===== config.mk =====
export PLATFORM = sky130hd
export DESIGN_NAME = hbg_leg_ctrl
export DESIGN_NICKNAME = d
export VERILOG_FILES = /design/src/rtl/hbg_pkg.sv /design/src/rtl/hbg_sync.sv /design/src/rtl/hbg_glitch_filter.sv /design/src/rtl/hbg_fault_latch.sv /design/src/rtl/hbg_deadtime.sv /design/src/rtl/hbg_leg_ctrl.sv
export SDC_FILE = /design/constraint.sdc
export NUM_CORES = 1
export LEC_CHECK = 0
export CAP_MARGIN = 20
export CORE_UTILIZATION = 30
export CTS_BUF_LIST = sky130_fd_sc_hd__clkbuf_16
export DETAILED_ROUTE_END_ITERATION = 12
export PLACE_DENSITY_LB_ADDON = 0.3
export SLEW_MARGIN = 25
export SYNTH_ARGS = -nofsm -noshare
export SYNTH_HDL_FRONTEND = slang
export SYNTH_HIERARCHICAL = 1
export SYNTH_SLANG_ARGS = --single-unit

===== constraint.sdc =====
create_clock -name clk -period 2 [get_ports clk]
set_input_delay 0.4 -clock clk [delete_from_list [all_inputs] [get_ports clk]]
set_output_delay 0.4 -clock clk [all_outputs]
set_load 0.005 [all_outputs]

===== src/rtl/hbg_pkg.sv =====
// Package: shared types and cycle conversion for the half-bridge gate conditioner.
// Assumes: integer nanosecond inputs; rounding is upward so no interval shrinks.
package hbg_pkg;

    // Raw pin bundle carried through the synchronizer as one vector.
    typedef struct packed {
        logic desat_hi;
        logic desat_lo;
        logic uvlo;
        logic cmd_hi;
        logic cmd_lo;
    } leg_in_t;

    // Convert a duration in ns into whole clock cycles, rounding up.
    function automatic logic [31:0] ns_to_cyc(input longint unsigned clk_hz,
                                              input longint unsigned ns);
        return 32'((clk_hz * ns + 64'd999_999_999) / 64'd1_000_000_000);
    endfunction

endpackage


===== src/rtl/hbg_sync.sv =====
// Module: multi-stage synchronizer for a vector of asynchronous flags.
// Assumes: each bit is independent (no multi-bit coherence is needed);
// STAGES >= 2. The reset value is all zero.
module hbg_sync #(
    parameter int unsigned W      = 5,
    parameter int unsigned STAGES = 2
) (
    input  logic         clk,
    input  logic         rst_n,
    input  logic [W-1:0] d,
    output logic [W-1:0] q
);
    logic [W-1:0] pipe [STAGES];

    // Shift the asynchronous inputs through the flop chain.
    always_ff @(posedge clk) begin
        if (!rst_n) begin
            for (int i = 0; i < STAGES; i++) pipe[i] <= '0;
        end else begin
            pipe[0] <= d;
            for (int i = 1; i < STAGES; i++) pipe[i] <= pipe[i-1];
        end
    end

    assign q = pipe[STAGES-1];
endmodule


===== src/rtl/hbg_glitch_filter.sv =====
// Module: noise filter for one synchronized command bit.
// The output takes a new level only after the input has held that level
// for FILT_CYC consecutive samples. Shorter excursions are dropped, and
// accepted pulses keep their width.
// Assumes: FILT_CYC >= 1; the input is already synchronous.
module hbg_glitch_filter #(
    parameter int unsigned FILT_CYC = 25
) (
    input  logic clk,
    input  logic rst_n,
    input  logic raw,
    output logic clean
);
    localparam int unsigned CW = $clog2(FILT_CYC + 1);

    logic [CW-1:0] run_cnt;

    // Count samples that disagree with the output; flip once enough agree.
    always_ff @(posedge clk) begin
        if (!rst_n) begin
            clean   <= 1'b0;
            run_cnt <= '0;
        end else if (raw == clean) begin
            run_cnt <= '0;
        end else if (run_cnt == CW'(FILT_CYC - 1)) begin
            clean   <= raw;
            run_cnt <= '0;
        end else begin
            run_cnt <= run_cnt + 1'b1;
        end
    end

    // the output may only move toward the level the input held last sample.
    a_r4_flip_follows_input: assert property (@(posedge clk) disable iff (!rst_n)
        (clean != $past(clean)) |-> (clean == $past(raw)));

endmodule


===== src/rtl/hbg_fault_latch.sv =====
// Module: fault latch with a timed release.
// Any fault source sets the latch. The latch releases once the fault source
// is low and both commands have stayed low for CLR_CYC consecutive cycles;
// any high command restarts the count.
// Assumes: inputs are synchronous; CLR_CYC >= 2.
module hbg_fault_latch #(
    parameter int unsigned CLR_CYC = 450
) (
    input  logic clk,
    input  logic rst_n,
    input  logic fault_src,
    input  logic cmd_any,
    output logic latched
);
    localparam int unsigned CW = $clog2(CLR_CYC + 1);

    logic [CW-1:0] quiet_cnt;

    // Set on any fault; time the quiet interval while latched.
    always_ff @(posedge clk) begin
        if (!rst_n) begin
            latched   <= 1'b0;
            quiet_cnt <= '0;
        end else if (fault_src) begin
            latched   <= 1'b1;
            quiet_cnt <= '0;
        end else if (latched) begin
            if (cmd_any) begin
                quiet_cnt <= '0;
            end else if (quiet_cnt == CW'(CLR_CYC - 1)) begin
                latched   <= 1'b0;
                quiet_cnt <= '0;
            end else begin
                quiet_cnt <= quiet_cnt + 1'b1;
            end
        end else begin
            quiet_cnt <= '0;
        end
    end

    // a fault source is latched on the next cycle.
    a_r6_fault_sets: assert property (@(posedge clk) disable iff (!rst_n)
        fault_src |=> latched);

    // a live fault never lets the latch go.
    a_r9_live_fault_holds: assert property (@(posedge clk) disable iff (!rst_n)
        (latched && fault_src) |=> latched);

    // a high command during the latch prevents release.
    a_r8_cmd_blocks_release: assert property (@(posedge clk) disable iff (!rst_n)
        (latched && cmd_any) |=> latched);

endmodule


===== src/rtl/hbg_deadtime.sv =====
// Module: leg interlock and turn-on blanking.
// A side is wanted only when its request is alone. An on gate drops at once
// when it stops being wanted. A gate may turn on only after both gates have
// been off for DEAD_CYC cycles.
// Assumes: DEAD_CYC >= 2; requests are synchronous and already filtered.
module hbg_deadtime #(
    parameter int unsigned DEAD_CYC = 190
) (
    input  logic clk,
    input  logic rst_n,
    input  logic req_hi,
    input  logic req_lo,
    output logic gate_hi,
    output logic gate_lo
);
    localparam int unsigned CW        = $clog2(DEAD_CYC + 1);
    localparam int unsigned DEAD_LAST = DEAD_CYC - 1;

    logic          want_hi;
    logic          want_lo;
    logic [CW-1:0] off_cnt;

    // A side is wanted only when its request is exclusive.
    always_comb begin
        want_hi = req_hi & ~req_lo;
        want_lo = req_lo & ~req_hi;
    end

    // Drop gates immediately; grant turn-on after the blanking count expires.
    always_ff @(posedge clk) begin
        if (!rst_n) begin
            gate_hi <= 1'b0;
            gate_lo <= 1'b0;
            off_cnt <= '0;
        end else if ((gate_hi && !want_hi) || (gate_lo && !want_lo)) begin
            gate_hi <= 1'b0;
            gate_lo <= 1'b0;
            off_cnt <= '0;
        end else if (!gate_hi && !gate_lo) begin
            if (off_cnt != CW'(DEAD_LAST)) begin
                off_cnt <= off_cnt + 1'b1;
            end else if (want_hi) begin
                gate_hi <= 1'b1;
            end else if (want_lo) begin
                gate_lo <= 1'b1;
            end
        end
    end

    // Check-only counter: cycles both gates have been observed off.
    logic [CW-1:0] chk_off_run;
    always_ff @(posedge clk) begin
        if (!rst_n)                         chk_off_run <= '0;
        else if (gate_hi || gate_lo)        chk_off_run <= '0;
        else if (chk_off_run != CW'(DEAD_CYC)) chk_off_run <= chk_off_run + 1'b1;
    end

    // never both gates on.
    a_r1_exclusive: assert property (@(posedge clk) disable iff (!rst_n)
        !(gate_hi && gate_lo));

    // a double request leaves both gates off next cycle.
    a_r2_double_req_off: assert property (@(posedge clk) disable iff (!rst_n)
        (req_hi && req_lo) |=> (!gate_hi && !gate_lo));

    // every turn-on follows a full blanking interval.
    a_r3_blank_before_on: assert property (@(posedge clk) disable iff (!rst_n)
        ($rose(gate_hi) || $rose(gate_lo)) |-> (chk_off_run >= CW'(DEAD_CYC - 1)));

endmodule


===== src/rtl/hbg_leg_ctrl.sv =====
// Module: top of the half-bridge gate command conditioner.
// Chain: synchronizer -> per-command noise filter -> fault mask -> interlock
// and blanking. The fault latch is fed from the synchronized flags, and its
// release timer watches the synchronized (unfiltered) commands.
// Assumes: all inputs asynchronous to clk; timing parameters in ns.
module hbg_leg_ctrl #(
    parameter int unsigned CLK_HZ      = 50_000_000,
    parameter int unsigned GLITCH_NS   = 500,
    parameter int unsigned DEAD_NS     = 3800,
    parameter int unsigned CLEAR_NS    = 9000,
    parameter int unsigned SYNC_STAGES = 2
) (
    input  logic clk,
    input  logic rst_n,
    input  logic cmd_hi,
    input  logic cmd_lo,
    input  logic desat_hi,
    input  logic desat_lo,
    input  logic uvlo,
    output logic gate_hi,
    output logic gate_lo,
    output logic healthy
);
    import hbg_pkg::*;

    localparam int unsigned FILT_CYC = ns_to_cyc(CLK_HZ, GLITCH_NS);
    localparam int unsigned DEAD_CYC = ns_to_cyc(CLK_HZ, DEAD_NS);
    localparam int unsigned CLR_CYC  = ns_to_cyc(CLK_HZ, CLEAR_NS);
    localparam int unsigned IN_W     = $bits(leg_in_t);
    localparam int unsigned N_CMD    = 2;

    leg_in_t           pins_raw;
    leg_in_t           pins_s;
    logic [N_CMD-1:0]  cmd_s;
    logic [N_CMD-1:0]  cmd_clean;
    logic [N_CMD-1:0]  req;
    logic              fault_src;
    logic              cmd_any;
    logic              latched;

    // Gather the raw pins into one bundle for synchronization.
    always_comb begin
        pins_raw.desat_hi = desat_hi;
        pins_raw.desat_lo = desat_lo;
        pins_raw.uvlo     = uvlo;
        pins_raw.cmd_hi   = cmd_hi;
        pins_raw.cmd_lo   = cmd_lo;
    end

    hbg_sync #(.W(IN_W), .STAGES(SYNC_STAGES)) u_sync (
        .clk   (clk),
        .rst_n (rst_n),
        .d     (pins_raw),
        .q     (pins_s)
    );

    assign cmd_s = {pins_s.cmd_hi, pins_s.cmd_lo};

    // One noise filter per command bit.
    for (genvar g = 0; g < N_CMD; g++) begin : g_filt
        hbg_glitch_filter #(.FILT_CYC(FILT_CYC)) u_filt (
            .clk   (clk),
            .rst_n (rst_n),
            .raw   (cmd_s[g]),
            .clean (cmd_clean[g])
        );
    end

    // Fault sources and release-timer input.
    always_comb begin
        fault_src = pins_s.desat_hi | pins_s.desat_lo | pins_s.uvlo;
        cmd_any   = |cmd_s;
        req       = cmd_clean & {N_CMD{~latched}};
    end

    hbg_fault_latch #(.CLR_CYC(CLR_CYC)) u_fault (
        .clk       (clk),
        .rst_n     (rst_n),
        .fault_src (fault_src),
        .cmd_any   (cmd_any),
        .latched   (latched)
    );

    hbg_deadtime #(.DEAD_CYC(DEAD_CYC)) u_dead (
        .clk     (clk),
        .rst_n   (rst_n),
        .req_hi  (req[1]),
        .req_lo  (req[0]),
        .gate_hi (gate_hi),
        .gate_lo (gate_lo)
    );

    assign healthy = ~latched;

    // a set latch leaves both gates off from the next cycle on.
    a_r6_latch_kills_gates: assert property (@(posedge clk) disable iff (!rst_n)
        latched |=> (!gate_hi && !gate_lo));

    // reset leaves the leg off and healthy.
    a_r10_reset_state: assert property (@(posedge clk)
        !rst_n |=> (!gate_hi && !gate_lo && healthy));

endmodule


-- Word level (Yosys, flattened, before mapping)
Memory sizes are Yosys's and may differ from the RTL's.
Cells that the tools add are included.
W data, S select, Z words.
- bits in registers: 32
- latch bits: 0
- bits in writable memories: 10
- ROM bits: 0
- input bits: 7
- output and inout bits: 3
- word-level logic and storage cells: 61
- memories: 1
- memories (name ; depth ; width ; read ports ; clocked after Yosys merged registers in ; write ports ; line ; RTL):
    u_sync.pipe ; 2 ; 5 ; 2 ; 0 ; 2 ; hbg_sync.sv:13 ; logic [W-1:0] pipe [STAGES];
- $add $sub $neg: 4
- $mul: 0
- divide/modulo/power cells: 0
- $lt $le $gt $ge: 0
- equal/unequal tests: 6
- shifts and indexed selects: 0
- multiplexer cells: 8
- bitwise gates (word level): 15
- reduce and logical (&&, ||, !) cells: 18
- operator list (kind ; count):
    $add A5 B1 Y5 const B ; 2
    $eq A5 B5 Y1 const B ; 2
    $mux W5 ; 2
    $add A9 B1 Y9 const B ; 1
    $eq A9 B9 Y1 const B ; 1
    $add A8 B1 Y8 const B ; 1
    $ne A8 B8 Y1 const B ; 1
    $not A1 Y1 ; 8
    $mux W1 ; 6
    $reduce_and A2 Y1 ; 3
    $reduce_or A3 Y1 ; 2
    $reduce_or A6 Y1 ; 1
    $logic_not A1 Y1 ; 4
    $or A1 B1 Y1 ; 4
    $reduce_and A4 Y1 ; 1
    $reduce_or A2 Y1 ; 2
    $logic_and A1 B1 Y1 ; 3
    $reduce_and A3 Y1 ; 1
    $and A1 B1 Y1 ; 2
    $and A2 B2 Y2 ; 1
    $eq A1 B1 Y1 ; 2
    $logic_or A1 B1 Y1 ; 1

-- Logic depth before layout (Yosys ltp)
Gate-level depths: netlist of run 1.
- depth in word-level cells: 8
- depth in mapped cells: 6
- gate-level depth less buffers: 6

-- Hierarchy
Netlist of run 1, hierarchy kept.
- by module, submodules not included (module ; instances ; cells an instance ; area an instance (um^2) ; seq. area each (um^2)):
    hbg_glitch_filter ; 2 ; 26 ; 270.3 ; 120.1
    hbg_deadtime ; 1 ; 54 ; 488.0 ; 200.2
    hbg_fault_latch ; 1 ; 49 ; 475.5 ; 200.2
    hbg_sync ; 1 ; 25 ; 300.3 ; 200.2
    hbg_leg_ctrl ; 1 ; 5 ; 28.8 ; 0.0

-- Least setup slack after synthesis of run 1
OpenSTA, ideal clock, no wires.
- path type: reg2reg
- start: reg u_dead.off_cnt[1]
- end: reg u_dead.off_cnt[5]
- setup time: 0.072 ns
- arrival: 1.347 ns
- required time: 1.928 ns
- setup slack: 0.581 ns
- stages on the path, launching flop included: 7
- buffers on the path: 0
- period minus slack after synthesis: 1.419 ns
- cells stage by stage: dfxtp_1 > inv_1 > ha_1 > nand3b_1 > o21ai_2 > or4_1 > a21oi_1
- longest elaborated chain between the ends: 2
- elaborated cells between the ends (all ways): 3
- those cells by class: add/sub (1); eq/ne (1); reduce/logical (1)
- RTL lines (item ; line ; RTL):
    from (decl) ; hbg_deadtime.sv:21 ; logic [CW-1:0] off_cnt;
    from (signal assigned) ; hbg_deadtime.sv:41 ; off_cnt <= off_cnt + 1'b1;
    branches (longest 2 deep; another with $add A8 B1 Y8) ; -- ;
Parallel ways; which one is timed is not known.
A chain may end at the register's enable or synchronous reset.

-- Final worst setup path of run 1
- start: reg u_dead.gate_hi
- end: out gate_hi
- RTL lines (item ; line ; RTL):
    from (decl) ; hbg_deadtime.sv:13 ; output logic gate_hi,
    from (signal assigned) ; hbg_deadtime.sv:32 ; gate_hi <= 1'b0;
    from (signal assigned) ; hbg_deadtime.sv:36 ; gate_hi <= 1'b0;
    from (signal assigned) ; hbg_deadtime.sv:43 ; gate_hi <= 1'b1;
    to (decl) ; hbg_leg_ctrl.sv:20 ; output logic gate_hi,
No word-level cell between the ends.

==> impl.org, run 1 <==
** Layout
- After the last flow step, the layout net total stands at 212.
- Fraction of layout instances using a drive strength above 1 :: 10.1%
- The repair_antennas step left the layout with diodes totalling 0.
- The layout has 592 filler cells.
- Most common library cell in the layout ignoring fill and taps :: sky130_fd_sc_hd__dfxtp_1
- Registers take 841 sq um.
- Compared with the post-synthesis result, the final layout area differs by 17.5%.
- Multi-input gate area in the final layout :: around 910 sq um
- Top library cells by usage in the layout, fill and taps aside :: 42 x sky130_fd_sc_hd__dfxtp_1, 27 x sky130_fd_sc_hd__nor2_1, 13 x sky130_fd_sc_hd__inv_1

** Global route
- The number of antenna violations at the first check in global routing was 0.
- Entering global routing, the biggest net connects 14 pins.
- The first global-routing pass estimated 4940 microns of wire.
- For this run the aggregate overflow at the end of global routing stands at 0.
- In the global route stage, overall resource usage came out at between 10 and 15%.
- The number of global-route vias before repair was 1165.

** Critical path
- Critical Path AT :: 1.28 ns
- Peak per-stage delay on the critical path :: 0.55 ns
- Critical Path, Cell by Cell :: clkdlybuf4s50_1
- Crit path kind :: reg -> out
- Data required time of the critical path :: 1.60 ns
- Kind of end point of the critical path :: primary output
- CP startpoint kind :: register
- Crit path max-delay cell type :: sky130_fd_sc_hd__clkdlybuf4s50_1
- Grouping stages by cell kind, the critical path spends the most delay in buffers and inverters.
- Buffer and inverter count on the worst path :: 1
- In this run the worst path has a maximum fanout of 7.

** Outcome
- The flow ran to the end, and the final reports show no timing, DRC or antenna violations.

** Floorplanning
- The floorplan step set the die height to 80.2 microns.
- The floorplan has 28 rows.
- Effective utilization at floorplan :: just over 30%
- During I/O placement, the number of pins put on the boundary was 10.
- In this run the standard cell core region covers 5920 sq um.
- The die is 80.2 microns wide.
- DIE AREA :: 6430 sq um

** Detailed routing
- Before antenna repair, the detailed router went through 4 iterations.
- The first routing iteration left 31 violations.
- After detailed routing, the average wire length per cell comes to 10.1 microns.
- For this run, design rule violations remaining after detail routing come to 0.
- Number of vias after detailed routing :: 1241
- Summed over all layers, the routed wires come to between 2000 and 3000 microns.
- Residual antenna-violating net count after detailed routing :: 0
- Vias per cell :: 4.55

** STA
- Finish-stage setup viols :: 0
- Actual slew at the worst max-slew pin :: 0.587 ns
- Unrepaired setup endpoints after global routing :: no
- Fin. Hold Viols :: 0
- Across the routed clock network, the largest skew measured is 0.00469 ns.
- Relative slew slack :: 60.6%
- Min Clock Period, post-route :: 1.68 ns
- Setup total negative slack on the finished layout was measured at 0 ns.
- Achievable frequency :: 0.594 GHz
- Final max-slew violation count :: 0
- Share of the clock period used by the worst path :: 84.2%

** Yosys
- Among all flip-flop cells after synthesis, the most frequent one is sky130_fd_sc_hd__dfxtp_1.
- Syn_nets :: 200
- After technology mapping, the gate count stands at 185.
- Sequential element share of the synthesized area :: 45.9%
- Synth Warn # :: 6
- Post-synth EDFFs :: 0
- Share of async-settable or async-resettable flops after synthesis :: 0%
- Post-Syn Area per Cell :: 9.91 sq um
- Cell type with the highest aggregate area in the netlist :: sky130_fd_sc_hd__dfxtp_1
- After synthesis, the largest area contributor takes up 45.9% of total cell area.
- Yosys attributes the largest share of cell area to sky130_fd_sc_hd__dfxtp_1 46%, sky130_fd_sc_hd__xor2_1 5.7%, sky130_fd_sc_hd__nor2_1 5.5%.
- Number of register bits inferred by synthesis :: 42
- The synthesized netlist contains 41 unique library cells.
- Post-synthesis instance area :: 1830 sq um

** Power
- The design draws around 1.8 mW.
- Leakage component of the power :: 0.804 nW
- Dividing total power by cell area gives a power density of 852 nW/um^2.
- IR analysis of the VDD net gives a maximum drop of 467 uV.

** Hold path
- Tightest Hold Check Type :: reg -> reg

** Clock tree
- Inserted Clock Buffers :: 5
- TritonCTS built the clock tree.
- Hold-fix buffers, CTS :: 0
- Post-CTS timing repair inserted 0 buffers for setup.
- The clock net in this run drives a total of 42 sinks.
- Clock latency reported for the late side of the worst-skew pair :: 0.28 ns
- The H-tree generated during clock tree synthesis spans 2 levels.
- Buffer type at the clock tree root :: sky130_fd_sc_hd__clkbuf_16
- Reg clk slew, reported paths :: 0.06 ns
- CTS max path bufs :: 2
- Gates resized during post-CTS repair numbered 0.

** Placed design
- Routability-driven placement finished with a final weighted congestion of 0.710.
- Port Buffer Count :: 9
- Once detailed placement completed, the half-perimeter wirelength came to 1960 microns.

** Job
- Max-cap violations :: 0
area by class of cell:
class / instances / area share, %
multi-input cells: 126 / 42.2
clock buffers: 5 / 5.81
flip-flops and latches: 42 / 39.0
clock inverters: 3 / 1.92
inverters: 12 / 2.09
repair buffers: 10 / 4.53
well taps: 75 / 4.36
cell usage after synthesis, types with 2 or more instances:
cell type / instances
sky130_fd_sc_hd__inv_1: 12
sky130_fd_sc_hd__buf_4: 5
sky130_fd_sc_hd__and2_1: 12
sky130_fd_sc_hd__xnor2_1: 6
sky130_fd_sc_hd__dfxtp_1: 42
sky130_fd_sc_hd__nor3b_1: 3
sky130_fd_sc_hd__nor2b_1: 4
sky130_fd_sc_hd__o211ai_1: 2
sky130_fd_sc_hd__nand3b_1: 2
sky130_fd_sc_hd__ha_1: 8
sky130_fd_sc_hd__mux2i_1: 2
sky130_fd_sc_hd__nand3_2: 3
sky130_fd_sc_hd__a21oi_1: 3
sky130_fd_sc_hd__nor2_1: 27
sky130_fd_sc_hd__nand2_1: 7
sky130_fd_sc_hd__o31ai_1: 2
sky130_fd_sc_hd__and3_1: 2
sky130_fd_sc_hd__xor2_1: 12
sky130_fd_sc_hd__nand3_1: 8
sky130_fd_sc_hd__nand4b_4: 2
per-layer routing:
| layer | routed length (microns) | global-route usage, % | part of all wire (%) | vias to the layer above |
|---|---|---|---|---|
| met5 | 0 | 0 | 0 | - |
| met4 | 65 | 6.43 | 2.4 | 0 |
| met3 | 83 | 3.07 | 3.0 | 5 |
| met2 | 1270 | 16.7 | 46 | 14 |
| met1 | 1340 | 11.5 | 49 | 575 |
| li1 | - | - | - | 647 |
kinds of logic after synthesis:
| kind of cell | Yosys count | synth area share, % |
|---|---|---|
| AND/OR/NAND/NOR | 80 | 26.4 |
| flip-flops | 42 | 45.9 |
| AO/OA/AOI/OAI | 18 | 8.05 |
| XOR/XNOR | 18 | 8.60 |
| buffers and inverters | 17 | 4.51 |
| adder cells (fa/ha/maj) | 8 | 5.46 |
| multiplexers | 2 | 1.09 |
where the power goes:
part	internal, mW	switching [mW]	total [mW]
registers	0.856	0.0144	0.870
logic	0.0381	0.0321	0.0702
clock network	0.583	0.312	0.895
flip-flops by register name (all words and copies together), names as in the netlist:
register               cells
g_filt.u_filt/clean        2
g_filt.u_filt/run_cnt     10
u_dead/gate_hi             1
u_dead/gate_lo             1
u_dead/off_cnt             8
u_fault/latched            1
u_fault/quiet_cnt          9
u_sync/pipe               10
path summary, 6_finish.rpt:
check / start / endpoint / slack (ns) / cells past startpoint
setup / recovery: u_dead/gate_hi / gate_hi / 0.32 / 1
hold reg to reg: u_sync/pipe[0][3] / u_sync/pipe[0][8] / 0.42 / 1
setup reg to reg: u_dead/off_cnt[1] / u_dead/off_cnt[5] / 0.40 / 6
hold / removal: u_sync/pipe[0][3] / u_sync/pipe[0][8] / 0.42 / 1
per-stage QoR:
step           util (%)  hold slack [ns]  setup slack, ns  area, sq um  std cells
2_1_floorplan         -            0.406            0.581         1830        185
3_3_place_gp       33.6            0.414            0.332         1990        265
3_5_place_dp       33.6            0.410            0.338         1990        265
4_1_cts            36.4            0.424            0.308         2150        273
5_1_grt            36.4            0.448            0.251         2150        273
6_report           36.4            0.421            0.316         2150        273
No activity file was read; power rests on OpenSTA's default activity.
==> inputs of run 2 (changes only) <==
Clock period 2 ns to 1.51 ns, I/O delays scaled along.
==> impl.org, run 2 (synthesis gave the netlist of run 1 again) <==
** Outcome
- Outcome :: finished clean

** Critical path
- For the worst setup path, the data arrival time is 1.17 ns.
- The critical path is of the reg -> out type.
- On the worst path, the slowest cell contributes a delay of 0.51 ns.
- Highest fanout seen on the critical path :: 7
- STA classifies the critical path endpoint as a primary output.
- Buffer and inverter count on the worst path :: 1
- The setup check on the worst reg-to-reg path leaves a slack of 0.12 ns.
- Among all stages on the critical path, the largest delay is contributed by sky130_fd_sc_hd__clkdlybuf4s50_1.
- Gate family responsible for the most delay along the worst path :: buffers and inverters
- CP startpoint kind :: register
- Critical Path, Cell by Cell :: clkdlybuf4s50_1
- Data required time of the critical path :: roughly 1.2 ns

** Power
- Total power density per cell area :: 1100 nW/um^2
- Fraction of power consumed by combinational cells :: 4.1%
- For this design the static power due to leakage is 0.836 nW.
- Total net switching power :: 0.479 mW
- The internal power of the cells totals 1.96 mW.
- Of the total power, the share spent switching nets is about a fifth.
- Worst voltage drop across the vdd grid :: 682 uV
- Clock power frac :: 48.7%
- Sequential cells account for 47.2% of the total power.

** Global route
- Global routing consumed, over all layers together, 10.3% of the routing resources.
- First-pass GRT wire length :: 5040 microns
- Number of global-route vias before repair :: 1209
- For this run the aggregate overflow at the end of global routing stands at 0.
- Largest net degree at the start of global routing :: 14
- The number of antenna violations at the first check in global routing came to 0.

** STA
- Finish-stage setup viols :: 0
- Between clock sinks in the finished design, the worst skew comes to 0.00366 ns.
- Unrepaired setup endpoints after global routing :: no
- Fin. Hold Viols :: 0
- Setup_tns :: 0 ns
- Actual slew at the worst max-slew pin :: ~0.27 ns
- In this run the tightest slew margin relative to its limit is 81.7%.
- Achievable frequency :: 0.677 GHz
- Final max-slew violation count :: 0
- Share of the clock period used by the worst path :: 97.8%
- Min Clock Period, post-route :: 1.48 ns

** Clock tree
- CTS max path bufs :: 2
- After clock tree synthesis, the clock-pin slew on the worst setup and hold paths is 0.06 ns.
- Inserted Clock Buffers :: 5
- TritonCTS built the clock tree.
- CTS built an H-tree with a depth of 2.
- Clock latency reported for the late side of the worst-skew pair :: 0.28 ns
- TritonCTS sink count :: 42
- Buffer type at the clock tree root :: sky130_fd_sc_hd__clkbuf_16

** Hold path
- Tightest Hold Check Type :: reg -> reg

** Detailed routing
- The detail route stage leaves a number of antenna-violating nets equal to 0.
- After detailed routing, the number of remaining DRC violations is 0.
- Vias per cell :: 4.46
- Detailed routing inserted a total of 1240 vias.
- The first detailed-routing pass took 4 iterations.
- Routed Wire Length :: 2880 microns
- Dividing the detail-routed wire length by the instance count gives 10.4 microns.
- Detailed router's first-iteration violation count :: 22

** Layout
- The net count of the finished layout is 217.
- Fraction of layout instances using a drive strength above 1 :: 16.3%
- Top library cells by usage in the layout, fill and taps aside :: 37 x sky130_fd_sc_hd__dfxtp_1, 27 x sky130_fd_sc_hd__nor2_1, 13 x sky130_fd_sc_hd__inv_1
- With fillers left out, the area of the finished cells amounts to about 2200 sq um.
- The filler cells instantiated in the layout total ~600.
- The number of antenna diodes in the final layout is 0.
- Leaving out fill and tap cells, the most frequent cell in the layout is sky130_fd_sc_hd__dfxtp_1.
- The largest registers in the layout are g_filt.u_filt/run_cnt (10), u_sync/pipe (10), u_fault/quiet_cnt (9).
- From synthesis to final layout, the design area changed by 20.8%.

** Floorplanning
- The floorplan has 28 rows.
- 10 I/O pins were placed.
- The region available for standard cell placement spans 5920 sq um.
- The die is 80.2 microns wide.
- DIE AREA :: 6430 sq um
- Measured along the y axis, the die boundary spans 80.2 microns.
- Effective utilization at floorplan :: about 31%

** Job
- The tool flagged a number of max-cap violations equal to 0.

** Placed design
- Detailed placer's ending HPWL :: 2020 microns
- Buffers placed on the I/O ports in this run total 9.
- GPL Wtd Cong :: 0.765
- Summing all placed instances gives a cell area of 2020 sq um.
[run 2: cell count changes in the layout (fill, tap and decap cells not counted), sizes merged]
cell	previous run	this run
buf	1	6
[run 2: final timing paths]
| check | start | endpoint | cells past startpoint |
|---|---|---|---|
| worst max-delay path | u_dead/gate_lo | gate_lo | 1 |
| worst min-delay path | u_sync/pipe[0][3] | u_sync/pipe[0][8] | 1 |
| worst max register to register | u_dead/off_cnt[1] | u_dead/off_cnt[5] | 6 |
| worst min register to register | u_sync/pipe[0][3] | u_sync/pipe[0][8] | 1 |
[run 2: layer usage]
metal / GRT usage [%] / routed length, microns / up-vias
li1: - / - / 652
met3: 3.18 / 92 / 5
met4: 6.96 / 57 / 0
met5: 0 / 0 / -
met1: 12.5 / 1460 / 566
met2: 15.5 / 1270 / 17
[run 2: repair_timing]
item                                    4_1_cts  5_1_grt
gates resized for setup                       3        7
endpoints found under the setup margin        3       11
hold endpoints to repair                      0        0
pin swaps                                     0        1
hold buffers                                  0        0
setup buffers                                 0        0
[run 2: power by group through the flow]
stage | registers (mW) | clock network [mW] | logic [mW]
2_1_floorplan | 1.17 | 0 | 0.0646
3_3_place_gp | 1.18 | 0 | 0.0988
3_5_place_dp | 1.18 | 0 | 0.0999
4_1_cts | 1.15 | 1.23 | 0.100
5_1_grt | 1.15 | 1.26 | 0.117
6_report | 1.15 | 1.19 | 0.100
[run 2: layout make-up]
class	instances	area [sq um]	share of cell area, %
multi-input cells	126	921	41.6
flip-flops and latches	42	852	38.5
well taps	75	93.8	4.24
clock inverters	3	41.3	1.87
repair buffers	15	135	6.11
clock buffers	5	125	5.65
inverters	12	45.0	2.04
[run 2: metrics by stage]
stage                     power (mW)  util, %  hold WS (ns)  setup slack [ns]  cells
after floorplan                 1.24        -         0.406            0.0908    185
after global placement          1.28     34.2         0.410            0.0405    270
after detailed placement        1.28     34.2         0.413          0.000556    270
after CTS                       2.48     37.1         0.429          0.000416    278
after global routing            2.53     37.4         0.457           0.00617    278
final                           2.44     37.4         0.424            0.0338    278
